===== src/rtl/shadow_mon_pkg.sv =====
// Package: constants and the default-value rule shared by the monitor modules.
// Assumes the status word is 16 bits with the mismatch flag at bit 9.
package shadow_mon_pkg;

    localparam int STAT_W = 16;
    localparam int CM_BIT = 9;

    // Default contents of register idx before truncation to the register width.
    function automatic logic [31:0] reg_default(input int idx);
        return 32'(idx * 37 + 17);
    endfunction

endpackage


===== src/rtl/cfg_reg_bank.sv =====
// Module: one bank of NUM_REGS registers (used both for the live and the shadow copy).
// Write, optional one-bit injection and a reload to defaults.
// Assumes the reload has priority over writes and injections.
module cfg_reg_bank #(
    parameter int NUM_REGS = 6,
    parameter int REG_W    = 8,
    parameter int ADDR_W   = 3,
    parameter int BIT_W    = 3
) (
    input  logic                      clk,
    input  logic                      rst_n,
    input  logic                      reload,
    input  logic                      wr_en,
    input  logic [ADDR_W-1:0]         wr_addr,
    input  logic [REG_W-1:0]          wr_data,
    input  logic                      inj_en,
    input  logic [ADDR_W-1:0]         inj_addr,
    input  logic [BIT_W-1:0]          inj_bit,
    output logic [NUM_REGS*REG_W-1:0] regs_flat
);
    import shadow_mon_pkg::*;

    for (genvar i = 0; i < NUM_REGS; i++) begin : g_reg
        localparam logic [REG_W-1:0] DFLT = REG_W'(reg_default(i));
        logic [REG_W-1:0] q;
        logic [REG_W-1:0] flip;
        logic             hit_wr;

        // Decode the write and build the injection mask for this register.
        always_comb begin
            hit_wr = wr_en && (wr_addr == ADDR_W'(i));
            flip   = (inj_en && (inj_addr == ADDR_W'(i))) ? (REG_W'(1) << inj_bit) : '0;
        end

        // Register update: reset/reload, then write, then injection on top.
        always_ff @(posedge clk) begin
            if (!rst_n || reload) begin
                q <= DFLT;
            end else if (hit_wr) begin
                q <= wr_data ^ flip;
            end else begin
                q <= q ^ flip;
            end
        end

        assign regs_flat[i*REG_W +: REG_W] = q;

        AST_RELOAD_LOADS_DFLT: assert property (@(posedge clk) disable iff (!rst_n)
            reload |=> (q == DFLT)) else $error("reload did not restore default");
    end

endmodule


===== src/rtl/pair_compare.sv =====
// Module: compares each live register with its shadow on every cycle.
// Assumes both inputs use the same flat packing.
module pair_compare #(
    parameter int NUM_REGS = 6,
    parameter int REG_W    = 8
) (
    input  logic [NUM_REGS*REG_W-1:0] live_flat,
    input  logic [NUM_REGS*REG_W-1:0] shadow_flat,
    output logic [NUM_REGS-1:0]       diff_vec,
    output logic                      any_diff
);
    for (genvar i = 0; i < NUM_REGS; i++) begin : g_cmp
        // Per-pair disagreement.
        assign diff_vec[i] = (live_flat[i*REG_W +: REG_W] != shadow_flat[i*REG_W +: REG_W]);
    end

    // Any pair disagreeing.
    assign any_diff = |diff_vec;

endmodule


===== src/rtl/mismatch_ctrl.sv =====
// Module: turns a disagreement into a one-cycle reset request and a sticky flag.
// Assumes the banks reload on any_diff, so a mismatch lasts one cycle.
module mismatch_ctrl (
    input  logic clk,
    input  logic rst_n,
    input  logic any_diff,
    input  logic stat_wr_en,
    input  logic stat_wr_cm,
    output logic rst_req,
    output logic cm_flag
);
    // Register the request.
    always_ff @(posedge clk) begin
        if (!rst_n) begin
            rst_req <= 1'b0;
        end else begin
            rst_req <= any_diff;
        end
    end

    // Sticky flag: a mismatch sets it, a status write loads it, otherwise it holds.
    always_ff @(posedge clk) begin
        if (!rst_n) begin
            cm_flag <= 1'b0;
        end else if (any_diff) begin
            cm_flag <= 1'b1;
        end else if (stat_wr_en) begin
            cm_flag <= stat_wr_cm;
        end
    end

    AST_REQ_ONE_CYCLE: assert property (@(posedge clk) disable iff (!rst_n)
        rst_req |=> !rst_req) else $error("reset request longer than one cycle");
    AST_FLAG_WITH_REQ: assert property (@(posedge clk) disable iff (!rst_n)
        rst_req |-> cm_flag) else $error("flag not set with request");
    AST_FLAG_STICKY: assert property (@(posedge clk) disable iff (!rst_n)
        (cm_flag && !stat_wr_en) |=> cm_flag) else $error("flag dropped without write");
    AST_MISMATCH_BEATS_CLEAR: assert property (@(posedge clk) disable iff (!rst_n)
        (rst_n && any_diff && stat_wr_en && !stat_wr_cm) |=> cm_flag) else $error("clear beat mismatch");

endmodule


===== src/rtl/shadow_integrity_mon.sv =====
// Module: top of the integrity monitor. Holds a live bank and a shadow bank,
// compares them every cycle, requests a reset and reloads defaults on mismatch.
// Assumes rst_n is synchronous and is the power-on / brown-out reset.
module shadow_integrity_mon #(
    parameter int NUM_REGS = 6,
    parameter int REG_W    = 8,
    parameter int ADDR_W   = (NUM_REGS > 1) ? $clog2(NUM_REGS) : 1,
    parameter int BIT_W    = (REG_W > 1) ? $clog2(REG_W) : 1
) (
    input  logic              clk,
    input  logic              rst_n,
    input  logic              wr_en,
    input  logic [ADDR_W-1:0] wr_addr,
    input  logic [REG_W-1:0]  wr_data,
    input  logic [ADDR_W-1:0] rd_addr,
    output logic [REG_W-1:0]  rd_data,
    input  logic              stat_wr_en,
    input  logic [15:0]       stat_wr_data,
    output logic [15:0]       status_word,
    input  logic              inj_en,
    input  logic [ADDR_W-1:0] inj_addr,
    input  logic [BIT_W-1:0]  inj_bit,
    output logic              rst_req,
    output logic              cm_flag
);
    import shadow_mon_pkg::*;

    localparam int FLAT_W = NUM_REGS * REG_W;

    logic [FLAT_W-1:0]   live_flat;
    logic [FLAT_W-1:0]   shadow_flat;
    logic [NUM_REGS-1:0] diff_vec;
    logic                any_diff;
    logic                unused_stat;

    cfg_reg_bank #(.NUM_REGS(NUM_REGS), .REG_W(REG_W), .ADDR_W(ADDR_W), .BIT_W(BIT_W)) u_live (
        .clk(clk), .rst_n(rst_n), .reload(any_diff),
        .wr_en(wr_en), .wr_addr(wr_addr), .wr_data(wr_data),
        .inj_en(inj_en), .inj_addr(inj_addr), .inj_bit(inj_bit),
        .regs_flat(live_flat)
    );

    cfg_reg_bank #(.NUM_REGS(NUM_REGS), .REG_W(REG_W), .ADDR_W(ADDR_W), .BIT_W(BIT_W)) u_shadow (
        .clk(clk), .rst_n(rst_n), .reload(any_diff),
        .wr_en(wr_en), .wr_addr(wr_addr), .wr_data(wr_data),
        .inj_en(1'b0), .inj_addr('0), .inj_bit('0),
        .regs_flat(shadow_flat)
    );

    pair_compare #(.NUM_REGS(NUM_REGS), .REG_W(REG_W)) u_cmp (
        .live_flat(live_flat), .shadow_flat(shadow_flat),
        .diff_vec(diff_vec), .any_diff(any_diff)
    );

    mismatch_ctrl u_ctrl (
        .clk(clk), .rst_n(rst_n), .any_diff(any_diff),
        .stat_wr_en(stat_wr_en), .stat_wr_cm(stat_wr_data[CM_BIT]),
        .rst_req(rst_req), .cm_flag(cm_flag)
    );

    // Read mux over the live bank; out-of-range addresses read as zero.
    always_comb begin
        rd_data = '0;
        for (int i = 0; i < NUM_REGS; i++) begin
            if (rd_addr == ADDR_W'(i)) begin
                rd_data = live_flat[i*REG_W +: REG_W];
            end
        end
    end

    // Status word: only the mismatch flag is carried.
    assign status_word = STAT_W'(cm_flag) << CM_BIT;
    assign unused_stat = ^(stat_wr_data & ~(STAT_W'(1) << CM_BIT));

    AST_RELOAD_CLEAN: assert property (@(posedge clk) disable iff (!rst_n)
        rst_req |-> (live_flat == shadow_flat)) else $error("pairs differ during request");
    AST_WRITE_NO_FALSE_HIT: assert property (@(posedge clk) disable iff (!rst_n)
        (rst_n && wr_en && !inj_en && !any_diff) |=> !any_diff) else $error("write caused mismatch");
    AST_INJECT_DETECTED: assert property (@(posedge clk) disable iff (!rst_n)
        (rst_n && inj_en && (int'(inj_addr) < NUM_REGS) && !any_diff) |=> any_diff) else $error("flip missed");

endmodule


===== config.mk =====
export PLATFORM = sky130hd
export DESIGN_NAME = shadow_integrity_mon
export DESIGN_NICKNAME = d
export VERILOG_FILES = /design/src/rtl/shadow_mon_pkg.sv /design/src/rtl/cfg_reg_bank.sv /design/src/rtl/pair_compare.sv /design/src/rtl/mismatch_ctrl.sv /design/src/rtl/shadow_integrity_mon.sv
export SDC_FILE = /design/constraint.sdc
export NUM_CORES = 1
export LEC_CHECK = 0
export BUFFER_PORTS_ARGS = -buffer_cell sky130_fd_sc_hd__buf_2
export CELL_PAD_IN_SITES_DETAIL_PLACEMENT = 1
export CELL_PAD_IN_SITES_GLOBAL_PLACEMENT = 2
export CORE_UTILIZATION = 31
export CTS_BUF_LIST = sky130_fd_sc_hd__clkbuf_16
export CTS_CLUSTER_SIZE = 25
export DETAILED_ROUTE_END_ITERATION = 10
export GPL_TIMING_DRIVEN = 1
export PLACE_DENSITY_LB_ADDON = 0.25
export REMOVE_ABC_BUFFERS = 1
export SETUP_SLACK_MARGIN = 0.5
export SYNTH_ARGS = -nofsm -noshare
export SYNTH_HDL_FRONTEND = slang
export SYNTH_SLANG_ARGS = --single-unit

===== constraint.sdc =====
create_clock -name clk -period 1.4 [get_ports clk]
set_input_delay 0.14 -clock clk [delete_from_list [all_inputs] [get_ports clk]]
set_output_delay 0.14 -clock clk [all_outputs]
set_load 0.005 [all_outputs]

==> flow_metrics.env <==
export IMPL_status="finished with violations"
export IMPL_startpoint="u_shadow.g_reg[1].q[2]"
export IMPL_ys_flop_type="dfxtp_1"
export IMPL_synthCells=653
export IMPL_rows=47
export IMPL_gr_usage_all_layers_pct=23.36
export IMPL_grt_pass1_vias=5332
export IMPL_synth_seq_cells=98
export IMPL_async_flop_share_pct=0
export IMPL_vias=4990
export IMPL_die_y_um=133.3
export IMPL_slew_limit_headroom_pct=60.34
export IMPL_clk_pin_slew_ns=0.08
export IMPL_drt_iter0_markers=189
export IMPL_fill_cells=2029
export IMPL_fp_dieW_um=133.3
export IMPL_max_freq_mhz=512.8
export IMPL_cp_end_kind="flip-flop"
export IMPL_rsz0062_at_grt="yes"
export IMPL_insertion_delay_ns=0.36
export IMPL_synth_edf_count=0
export IMPL_setup_viol=106
export IMPL_path_cells="xnor2_2 -> nand4_1 -> nor4_2 -> buf_4 -> nand4_1 -> buf_6 -> buf_12 -> nor2_2"
export IMPL_fin_crit_ns=1.950
export IMPL_hpwl_mm=14.60
export IMPL_critPathMostFrequentCell="nand4_1"
export IMPL_core_region_area_um2=16700
export IMPL_min_delay_start="rst_n"
export IMPL_finClkSkew_ns=0.009510
export IMPL_cts_max_path_buffers=2
export IMPL_place_worst_setup_slack_ns=-0.5841
export IMPL_r2r_start="u_shadow.g_reg[1].q[2]"
export IMPL_start_util_pct=32.02
export IMPL_drive_above_1_share_pct=34.61
export IMPL_critPathMaxStageDelay_ns=0.34
export IMPL_wl_mm=20.22
export IMPL_drtPass1Iterations=4
export IMPL_crit_path_top_delay_cell="dfxtp_1"
export IMPL_cap_viol_max_count=0
export IMPL_antenna_found_initial=0
export IMPL_cts_tree="built"
export IMPL_worstMarginPinSlew_ns=0.5950
export IMPL_route_detailed_drc=0
export IMPL_crit_family="simple AND/OR/NAND/NOR gates"
export IMPL_cp_max_fo=21
export IMPL_cts_root_buf="clkbuf_16"
export IMPL_grt_first_pass_wirelength_mm=30.80
export IMPL_cp_arrival_ns=2.24
export IMPL_worst_slack_ns=-0.5502
export IMPL_finalMaxSlewViolations=0
export IMPL_cp_data_required_time_ns=1.69
export IMPL_ant_nets=0
export IMPL_violations="setup timing"
export IMPL_yosysUniqueCellTypes=39
export IMPL_io_pins=67
export IMPL_syn_area_per_cell_um2=8.189
export IMPL_cts_sinks=98
export IMPL_grt_max_degree=23
export IMPL_area_growth_pct=34.56
export IMPL_fp_dieArea_um2=17780
export IMPL_htree_levels=3
export IMPL_r2r_setup_slack_ns=-0.55
export IMPL_hold_violations=0
export IMPL_cts_buffers=9
export IMPL_ys_warn_count=0
export IMPL_criticalPathCategory="reg -> reg"
export IMPL_finalCritPeriodShare_pct=139.3
export IMPL_fin_nets=822
export IMPL_synth_area_um2=5348
export IMPL_drt_vias_per_instance=4.960
export IMPL_antenna_cells=0
export IMPL_globalplace_congestion=0.8599
export IMPL_ys_seq_area_share_pct=36.69
export IMPL_io_buffers=36
export IMPL_grt_overflow=0
export IMPL_worstSetupStartpointType="flip-flop"
export IMPL_hp_class="in -> reg"
export IMPL_routedWlPerCell_um=20.10
export IMPL_worst_path_buf_inv=3
## per-stage QoR
stage | instances | utilization, % | setup TNS, ns | hold slack, ns | cell area (um^2)
after floorplan | 609 | - | -98.06 | 0.2575 | 5069
after global placement | 983 | 38.98 | -42.95 | 0.4144 | 6510
after detailed placement | 983 | 38.98 | -52.90 | 0.4226 | 6510
after CTS | 1004 | 42.02 | -45.41 | 0.03726 | 7018
after global routing | 1006 | 43.09 | -56.70 | 0.04358 | 7196
final | 1006 | 43.09 | -48.40 | 0.04404 | 7196
## synthesized netlist by cell type, types with 3 or more instances
master    count  area share (%)
nand2_1     141             9.9
dfxtp_1      98              37
xnor2_1      72              12
nor2_1       70             4.9
mux2i_1      39             7.3
a21oi_1      31             2.9
nand3_1      26             2.4
xor2_1       24             3.9
clkbuf_1     18             1.3
buf_4        17             2.4
buf_2        16             1.5
a21boi_1     13             1.8
nand4_1      13             1.5
a21oi_2      10             1.6
and2_1        8            0.94
o221ai_1      7             1.1
a21boi_0      5            0.70
nand3b_1      5            0.70
nor3b_1       5            0.70
buf_6         4            0.84
and3_1        3            0.35
buf_1         3            0.21
nand2b_1      3            0.35
nor3_1        3            0.28
nor4_2        3            0.70
## sequential cells by signal (all words and copies together) (netlist names)
name	cells
u_ctrl.cm_flag	1
u_ctrl.rst_req	1
u_live.g.q	48
u_shadow.g.q	48
## worst reg2reg max path, cell delays in order (launching register included)
cell     delay, ns
dfxtp_1       0.34
xnor2_2       0.23
nand4_1       0.17
nor4_2        0.34
buf_4         0.18
nand4_1       0.16
buf_6         0.18
buf_12        0.16
nor2_2        0.13
## cells by family after synthesis
kind of cell              after synthesis  share of synthesized area [%]
AOI/OAI and AO/OA                      68                          8.470
xor gates and xnor gates               96                          15.72
buffers and inverters                  59                          6.270
DFF                                    98                          36.69
muxes                                  41                          7.932
other                                   1                        0.07012
and+or+nand+nor                       290                          24.85
## placed cells by master, fill, tap and decap left out, drive strengths merged
master / Yosys / layout
mux4: 1 / 1
and3: 3 / 3
nor3b: 5 / 5
xor2: 24 / 24
a21oi: 41 / 41
nor2b: 4 / 4
nor4: 3 / 3
o21a: 1 / 1
xnor2: 72 / 72
and4b: 1 / 1
nand3: 28 / 28
clkinvlp: 0 / 3
mux2i: 39 / 39
o221ai: 7 / 7
o22ai: 1 / 1
nand2b: 3 / 3
buf: 40 / 159
nor3: 3 / 3
clkinv: 0 / 3
nor4b: 1 / 1
and2: 8 / 8
clkbuf: 18 / 11
nor4bb: 1 / 1
nand3b: 5 / 5
mux2: 1 / 1
dfxtp: 98 / 98
nor2: 70 / 70
inv: 1 / 2
conb: 1 / 15
nand4: 13 / 13
a21boi: 18 / 18
nand2: 141 / 141
and4: 1 / 1
## routing by layer
metal  vias up  wire length (um)  track usage (%)
met5         -                 0                0
met4         0               504            8.207
met3        33               727            3.272
met2       112              9740            39.87
met1      2471              9251            30.00
li1       2374                 -                -
## timing repair
action / 4_1_cts / 5_1_grt
pin swaps: 21 / 9
hold buffers: 0 / 0
gates cloned: 1 / 1
endpoints found under the setup margin: 109 / 109
buffers inserted: 4 / 1
hold endpoints to repair: 0 / 0
gates resized for setup: 60 / 41
## area by class of cell
class / count / area, um^2 / share of cell area (%)
Tap cell: 220 / 275.3 / 3.825
Clock buffer: 9 / 225.2 / 3.130
Multi-Input combinational cell: 510 / 3331 / 46.29
Inverter: 1 / 3.754 / 0.05216
Timing Repair Buffer: 161 / 1328 / 18.45
Sequential cell: 98 / 1988 / 27.63
Clock inverter: 7 / 45.04 / 0.6260
## worst paths after layout
| kind | endpoint | cells past startpoint |
|---|---|---|
| max | u_live.g_reg[0].q[1] | 8 |
| min | u_ctrl.cm_flag | 2 |
| max reg2reg | u_live.g_reg[0].q[1] | 8 |
| min reg2reg | u_shadow.g_reg[0].q[3] | 2 |
Power is not shown: default switching activity piles up to over one toggle a cycle in this logic, so the estimate is an artifact.
